[src/rtl/aux_tmr_pkg.sv]
package aux_tmr_pkg;
  localparam int LEN_W      = 7;
  localparam int MUL_W      = 2;
  localparam int BASE_SHIFT = 3;
  localparam int STEP_US    = 1016;
  localparam int DEF_LEN    = 69;
  localparam int LIM_W      = LEN_W + BASE_SHIFT + (1 << MUL_W) - 1;

  typedef struct packed {
    logic [MUL_W-1:0] mul;
    logic [LEN_W-1:0] len;
  } tmo_set_t;

  function automatic logic [LIM_W-1:0] set_to_us(input tmo_set_t s);
    logic [LIM_W-1:0] l;
    l = LIM_W'(s.len);
    case (s.mul)
      2'd0:    return l << BASE_SHIFT;
      2'd1:    return l << (BASE_SHIFT + 1);
      2'd2:    return l << (BASE_SHIFT + 2);
      2'd3:    return l << (BASE_SHIFT + 3);
      default: return LIM_W'(DEF_LEN) << BASE_SHIFT;
    endcase
  endfunction
endpackage

[src/rtl/aux_tmr_conv.sv]
module aux_tmr_conv
  import aux_tmr_pkg::*;
#(
  parameter int CFG_W = 16
) (
  input  logic [CFG_W-1:0] req_us,
  output tmo_set_t         set_o
);
  localparam logic [LEN_W-1:0] LEN_MAX = '1;

  logic [31:0]      req_ext;
  logic [MUL_W-1:0] mul;
  logic [2:0]       sh;
  logic [31:0]      rnd;

  always_comb begin
    req_ext = 32'(req_us);
    if (req_ext <= 32'(STEP_US))          mul = 2'd0;
    else if (req_ext <= 32'(2 * STEP_US)) mul = 2'd1;
    else if (req_ext <= 32'(4 * STEP_US)) mul = 2'd2;
    else                                  mul = 2'd3;
    sh  = 3'(BASE_SHIFT) + 3'(mul);
    rnd = (req_ext + (32'd1 << sh) - 32'd1) >> sh;
    if (req_ext == 32'd0) begin
      set_o.mul = '0;
      set_o.len = LEN_W'(DEF_LEN);
    end else begin
      set_o.mul = mul;
      set_o.len = (rnd > 32'(LEN_MAX)) ? LEN_MAX : rnd[LEN_W-1:0];
    end
  end
endmodule

[src/rtl/aux_tmr_setting.sv]
module aux_tmr_setting
  import aux_tmr_pkg::*;
(
  input  logic             clk,
  input  logic             rst_n,
  input  logic             wr_en,
  input  tmo_set_t         new_set,
  output tmo_set_t         cur_set,
  output logic [LIM_W-1:0] prev_us
);
  tmo_set_t         set_q, set_d;
  logic [LIM_W-1:0] prev_q, prev_d;

  always_comb begin
    set_d  = set_q;
    prev_d = prev_q;
    if (wr_en) begin
      set_d  = new_set;
      prev_d = set_to_us(set_q);
    end
  end

  always_ff @(posedge clk or negedge rst_n) begin
    if (!rst_n) begin
      set_q.mul <= '0;
      set_q.len <= LEN_W'(DEF_LEN);
      prev_q    <= '0;
    end else if (wr_en) begin
      set_q  <= set_d;
      prev_q <= prev_d;
    end
  end

  assign cur_set = set_q;
  assign prev_us = prev_q;
endmodule

[src/rtl/aux_tmr_counter.sv]
module aux_tmr_counter
  import aux_tmr_pkg::*;
(
  input  logic             clk,
  input  logic             rst_n,
  input  logic             arm,
  input  logic             clear,
  input  logic             reply,
  input  logic             tick,
  input  logic [LIM_W-1:0] limit_in,
  output logic             running,
  output logic             timeout
);
  logic             run_q, run_d;
  logic             to_q, to_d;
  logic [LIM_W-1:0] cnt_q, cnt_d, lim_q, lim_d, cnt_inc;

  always_comb begin
    run_d   = run_q;
    to_d    = to_q;
    cnt_d   = cnt_q;
    lim_d   = lim_q;
    cnt_inc = cnt_q + LIM_W'(1);
    if (clear) begin
      run_d = 1'b0;
      to_d  = 1'b0;
      cnt_d = '0;
    end else if (arm) begin
      run_d = 1'b1;
      to_d  = 1'b0;
      cnt_d = '0;
      lim_d = limit_in;
    end else if (run_q && reply) begin
      run_d = 1'b0;
    end else if (run_q && tick) begin
      cnt_d = cnt_inc;
      if (cnt_inc == lim_q) begin
        to_d  = 1'b1;
        run_d = 1'b0;
      end
    end
  end

  always_ff @(posedge clk or negedge rst_n) begin
    if (!rst_n) begin
      run_q <= 1'b0;
      to_q  <= 1'b0;
      cnt_q <= '0;
      lim_q <= '0;
    end else begin
      run_q <= run_d;
      to_q  <= to_d;
      cnt_q <= cnt_d;
      lim_q <= lim_d;
    end
  end

  assign running = run_q;
  assign timeout = to_q;
endmodule

[src/rtl/aux_reply_timer.sv]
module aux_reply_timer
  import aux_tmr_pkg::*;
#(
  parameter int CFG_W = 16
) (
  input  logic             clk,
  input  logic             rst_n,
  input  logic             cfg_wr,
  input  logic [CFG_W-1:0] cfg_us,
  output logic [LIM_W-1:0] prev_us,
  input  logic             arm,
  input  logic             clear,
  input  logic             reply_seen,
  input  logic             us_tick,
  output logic             timeout
);
  tmo_set_t         req_set, cur_set;
  logic [LIM_W-1:0] cur_limit;
  logic             running;

  aux_tmr_conv #(.CFG_W(CFG_W)) u_conv (
    .req_us (cfg_us),
    .set_o  (req_set)
  );

  aux_tmr_setting u_setting (
    .clk     (clk),
    .rst_n   (rst_n),
    .wr_en   (cfg_wr),
    .new_set (req_set),
    .cur_set (cur_set),
    .prev_us (prev_us)
  );

  assign cur_limit = set_to_us(cur_set);

  aux_tmr_counter u_counter (
    .clk      (clk),
    .rst_n    (rst_n),
    .arm      (arm),
    .clear    (clear),
    .reply    (reply_seen),
    .tick     (us_tick),
    .limit_in (cur_limit),
    .running  (running),
    .timeout  (timeout)
  );
endmodule

[config.mk]
export PLATFORM = sky130hd
export DESIGN_NAME = aux_reply_timer
export DESIGN_NICKNAME = d
export VERILOG_FILES = /design/src/rtl/aux_tmr_pkg.sv /design/src/rtl/aux_tmr_conv.sv /design/src/rtl/aux_tmr_setting.sv /design/src/rtl/aux_tmr_counter.sv /design/src/rtl/aux_reply_timer.sv
export SDC_FILE = /design/constraint.sdc
export NUM_CORES = 1
export LEC_CHECK = 0
export BUFFER_PORTS_ARGS = -buffer_cell sky130_fd_sc_hd__buf_2
export CORE_MARGIN = 1.5
export CORE_UTILIZATION = 42
export DETAILED_ROUTE_END_ITERATION = 8
export PLACE_DENSITY = 0.59
export SYNTH_ARGS = -nofsm -noshare
export SYNTH_HDL_FRONTEND = slang
export SYNTH_HIERARCHICAL = 1
export SYNTH_SLANG_ARGS = --single-unit
[constraint.sdc]
create_clock -name clk -period 3 [get_ports clk]
set_clock_uncertainty 0.1 [all_clocks]
set_input_delay 0.3 -clock clk [delete_from_list [all_inputs] [get_ports clk]]
set_output_delay 0.3 -clock clk [all_outputs]
set_load 0.01 [all_outputs]
Word level (Yosys, flattened, before mapping)
Index checks and enable logic that the tools add are counted.
W data, S select, Z words.
- add/subtract/negate cells: 4
- magnitude comparators: 4
- equality and inequality tests: 5
- shift-type cells: 2
- muxes and demuxes: 20
- bitwise gates (word level): 1
- reductions and logical operators: 12
- operators by type and width (cell ; number):
    $mux W13 ; 4
    $pmux W13 S4 ; 1
    $add A16 B32 Y32 ; 1
    $gt A32 B7 Y1 const B ; 1
    $shl A1 B3 Y32 const A ; 1
    $shr A32 B3 Y32 ; 1
    $sub A32 B1 Y32 const B ; 1
    $le A16 B10 Y1 const B ; 1
    $le A16 B11 Y1 const B ; 1
    $le A16 B12 Y1 const B ; 1
    $logic_not A16 Y1 ; 1
    $add A13 B1 Y13 const B ; 1
    $eq A13 B13 Y1 ; 1
    $mux W1 ; 11
    $mux W9 ; 1
    $reduce_bool A4 Y1 ; 2
    $mux W7 ; 1
    $reduce_and A2 Y1 ; 3
    $reduce_bool A3 Y1 ; 2
    $eq A2 B2 Y1 const B ; 2
    $mux W2 ; 2
    $add A2 B2 Y3 const A ; 1
    $ne A3 B3 Y1 const B ; 1
    $reduce_and A3 Y1 ; 1
    other kinds (4) ; 5
- flip-flop bits (word level): 50
- input port bits: 23
- output and inout port bits: 14
- logic and storage cells: 55

Logic depth before layout (Yosys ltp)
- depth in word-level cells: 12
- gate-level depth with buffers: 21
- mapped depth without buffers: 20

Modules after synthesis
Netlist, hierarchy kept.
- by module, submodules not included (module ; times used ; cells an instance ; area an instance (um^2) ; sequential area each (um^2)):
    aux_tmr_counter ; 1 ; 161 ; 1587.8 ; 700.7
    aux_tmr_conv ; 1 ; 213 ; 1451.4 ; 0.0
    aux_tmr_setting ; 1 ; 70 ; 877.1 ; 479.2
    aux_reply_timer ; 1 ; 21 ; 173.9 ; 0.0

Worst setup path before layout
No wires, ideal clock.
- kind: input-to-reg
- start: in cfg_us[12]
- end: reg u_setting.set_q, in the netlist u_setting/cur_set[1]
- library setup time: 0.125 ns
- data arrival time: 4.431 ns
- required time: 2.775 ns
- slack: -1.656 ns
- cell stages on the path: 19
- path buffers: 0
- cell sequence: inv_1 -> ha_1 -> and4_1 -> and4_1 -> mux2_2 -> nor2_1 -> nand2_1 -> ha_1 -> inv_1 -> ha_1 -> a211oi_1 -> nor3b_1 -> a311o_1 -> a311o_1 -> xnor2_1 -> a221o_1 -> a2111oi_0 -> a21oi_1 -> mux2_2
- RTL lines (what ; RTL line ; source):
    from (decl) ; aux_reply_timer.sv:9 ; input logic [CFG_W-1:0] cfg_us,
    to (signal assigned) ; aux_tmr_setting.sv:29 ; set_q <= set_d;
    to (decl) ; aux_tmr_setting.sv:11 ; tmo_set_t set_q, set_d;

==> flow_metrics.py <==
metrics = {
    "run_status": {
        "status": "complete, but fails checks",
        "violations": "setup timing",
    },
    "die": {
        "io-pin-count": 37,
        "floorplan.core_area_um2": 9330,
        "floorplan.rows": 35,
        "initial_core_util_pct": 43.8,
        "design.die.area_um2": 10300,
        "die_y_um": 102,
        "horizontal_extent_of_the_die_um": 102,
    },
    "cts": {
        "clkSlewWorstSetupHoldPaths_ns": 0.10,
        "cts_root_buf": "clkbuf_8",
        "insertion_delay_ns": 0.30,
        "cts_buffers": 5,
        "clk_path_buf_depth": 2,
        "cts_num_sinks": 47,
        "tritoncts_clock_tree": "yes",
        "h-tree-depth": 2,
    },
    "timing": {
        "setup_viol": 7,
        "timing_worst_slew_pin_value_ns": 1.02,
        "final.setup.worst_slack_ns": -1.12,
        "holdWs_ns": 0.0614,
        "report.final.hold_viol_count": 0,
        "final.min_clock_period_ns": 4.12,
        "slew_headroom_pct": 32.2,
        "max_freq_mhz": 243,
        "share_of_the_cycle_needed_by_the_critical_path_after_routing_pct": 137,
        "slew_viol_final": 0,
        "rsz_0062_raised_after_global_routing": "yes",
    },
    "flow_run": {
        "maxCapViolations": 0,
    },
    "setup_path": {
        "setup.reg_to_reg.worst_slack_ns": 0.81,
        "crit_path_start_kind": "input pin",
        "crit_type": "in -> reg",
        "cp.arrival_ns": 4.21,
        "cp-startpoint": "cfg_us[15]",
        "r2r-start": "u_counter/cnt_q[0]$_DFFE_PN0P_",
        "worstPathMaxFanout": 6,
        "worst-endpoint-required_ns": 3.08,
        "timing.critical_path.to": "u_setting/cur_set[5]$_DFFE_PN0P_",
        "critPathCaptureType": "flip-flop",
        "r2r.worst_path.cells": 6,
        "timing.rr.end": "u_counter/running$_DFFE_PN0P_",
    },
    "worst_hold_path": {
        "timing.hold.worst.class": "in -> async",
    },
    "drt": {
        "drt_wl_total_um": 10100,
        "final_antenna_net_count": 0,
        "met2WireLength_um": 4950,
        "routedLengthMet1_um": 4800,
        "via_per_inst": 5.26,
        "wl_per_cell_um": 14.1,
        "drtIter0Drc": 203,
        "drc_errors": 0,
        "top_signal_layer_used": "met4",
        "detailedRoute.firstPassIterationCount": 4,
        "via_count": 3782,
        "wl_met3_um": 223,
    },
    "synthesis": {
        "post_synth.cell_area_avg_um2": 8.80,
        "yosys_register_bits": 47,
        "synth-seq-area-share_pct": 28.8,
        "synth-async-reset-ratio_pct": 100,
        "yosys_most_used_dff": "dfrtp_1",
        "postSynthCellCount": 465,
        "synthDominantAreaCellType": "dfrtp_1",
        "synth_cell_type_count": 68,
        "number_of_enable_type_register_cells_in_the_synthesized_netlist": 0,
        "yosys_warnings": 6,
        "share_of_the_synthesized_area_in_the_top_cell_type_pct": 26.9,
        "synth_area_leaders": "dfrtp_1 27%, ha_1 9.8%, mux2_2 6.1%",
        "post_synth_instance_area_um2": 4090,
    },
    "power": {
        "p_leak_uw": 0.00255,
        "power_density_nw_per_um2": 361,
        "peakVddDrop_uv": 257,
        "total_power_uw": 1990,
    },
    "placed_design": {
        "placement.io_buffers": 33,
        "dp_worst_setup_slack_ns": -1.57,
        "finalWeightedCongestion": 0.899,
        "hpwlAfterDp_um": 7780,
    },
    "finish": {
        "most_frequent_standard_cell_in_the_layout_excluding_fill_and_tap_cells": "buf_4",
        "layout-drive-gt1-share_pct": 35.9,
        "diodes": 0,
        "fillers": 845,
        "synthToLayoutAreaGrowth_pct": 34.9,
        "most-common-layout-cells": "95 x buf_4, 44 x dfrtp_1, 37 x nor2_1",
        "nNetsFinal": 644,
    },
    "global_route": {
        "grt_start_max_net_pins": 48,
        "vias_in_the_first_global_route": 3604,
        "global_route.overflow_total": 0,
        "grt_antenna_before_repair": 0,
        "track_usage_pct": 20.1,
        "first_pass_grt_wire_length_um": 16800,
    },
}
[power breakdown]
group	switching, uW	total [uW]	internal [uW]	leakage (uW)
sequential	46.8	728	681	0.000552
clock	223	556	333	0.0000654
combinational	333	710	377	0.00193
total	603	1990	1390	0.00255
[area by class of cell]
type | instances | area [um2] | share of cell area (%)
multi-input cells | 364 | 2900 | 52.5
clock buffers | 6 | 72.6 | 1.32
inverters | 40 | 184 | 3.33
well taps | 129 | 161 | 2.93
flip-flops and latches | 47 | 1180 | 21.4
clock inverters | 2 | 60.1 | 1.09
repair buffers | 131 | 962 | 17.4
[sequential cells by signal (all words and copies together) (netlist names)]
register           flops
u_counter/cnt_q       13
u_counter/lim_q       13
u_counter/running      1
u_counter/timeout      1
u_setting/cur_set      9
u_setting/prev_us     10
[worst min path at each step]
stage / from / to / slack (ns) / cells after the start
after CTS: clear / u_counter/running$_DFFE_PN0P_ / 0.09 / 2
after floorplan: rst_n / u_counter/cnt_q[0]$_DFFE_PN0P_ / -0.1 / 0
after global routing: clear / u_counter/running$_DFFE_PN0P_ / 0.09 / 2
final: rst_n / u_setting/prev_us[12]$_DFFE_PN0P_ / 0.06 / 1
after global placement: u_setting/prev_us[5]$_DFFE_PN0P_ / u_setting/prev_us[5]$_DFFE_PN0P_ / 0.37 / 1
after detailed placement: u_setting/prev_us[5]$_DFFE_PN0P_ / u_setting/prev_us[5]$_DFFE_PN0P_ / 0.37 / 1
[synth_stat cells, types with 3 or more instances]
cell / number
o221ai_1: 3
a21o_1: 3
ha_1: 32
nand4_1: 5
dfstp_2: 3
o21a_1: 3
a221oi_1: 3
o21ai_0: 11
nor2_1: 40
a31oi_1: 8
a21oi_1: 16
inv_1: 40
nor2b_1: 5
o22ai_1: 4
a211oi_1: 5
nor3_1: 12
nand3_1: 15
xor2_1: 15
nand4b_1: 3
clkbuf_1: 7
dfrtp_1: 44
nand2_1: 34
mux2_2: 22
nand2b_1: 6
nor3b_1: 5
and3_1: 5
o211ai_1: 8
and2_1: 3
buf_4: 5
and4_1: 4
mux2i_1: 19
buf_2: 4
xnor2_1: 22
or3_1: 6
[logic make-up (layout without fill, tap and decap cells)]
family	count (synthesis)	after routing	share of synthesized area [%]
other	2	6	0.184
AND/OR/NAND/NOR	159	159	20.4
buffers and inverters	58	179	6.27
XOR/XNOR	37	37	7.92
multiplexers	42	42	11.1
AO/OA/AOI/OAI	88	88	15.5
adder cells (fa/ha/maj)	32	32	9.79
flip-flops	47	47	28.8
[critical path, cell delays in order]
cell	delay, ns
buf_6	0.10
inv_2	0.06
ha_4	0.14
and3_4	0.16
and4_4	0.23
mux2_4	0.35
nor2_4	0.14
nand2_2	0.08
ha_4	0.26
inv_2	0.04
ha_4	0.21
a211oi_2	0.21
nor3b_1	0.07
a311o_1	0.33
a311o_1	0.37
xnor2_1	0.15
a221o_1	0.31
buf_6	0.14
nor2_4	0.15
a31oi_1	0.11
mux2_4	0.28
[routing by layer]
layer	global-route usage, %	vias to the layer above
li1	-	1905
met5	0	-
met4	5.77	0
met3	1.93	8
met1	27.5	1814
met2	33.8	55
[timing repair]
item                       in CTS  in global routing
pin swaps                      17                 19
hold buffers                    0                  0
setup buffers                  11                  4
gates resized for setup        28                 19
setup endpoints to repair       7                  7
[through the flow]
| stage | setup TNS [ns] | cells | area (um2) | util (%) |
|---|---|---|---|---|
| 2_1_floorplan | -8.85 | 469 | 4220 | - |
| 3_3_place_gp | -10.16 | 696 | 5060 | 54.2 |
| 3_5_place_dp | -10.73 | 696 | 5060 | 54.2 |
| 4_1_cts | -7.29 | 715 | 5410 | 58.0 |
| 5_1_grt | -8.11 | 719 | 5520 | 59.2 |
| 6_report | -7.49 | 719 | 5520 | 59.2 |
(Power assumes the default switching activity.)
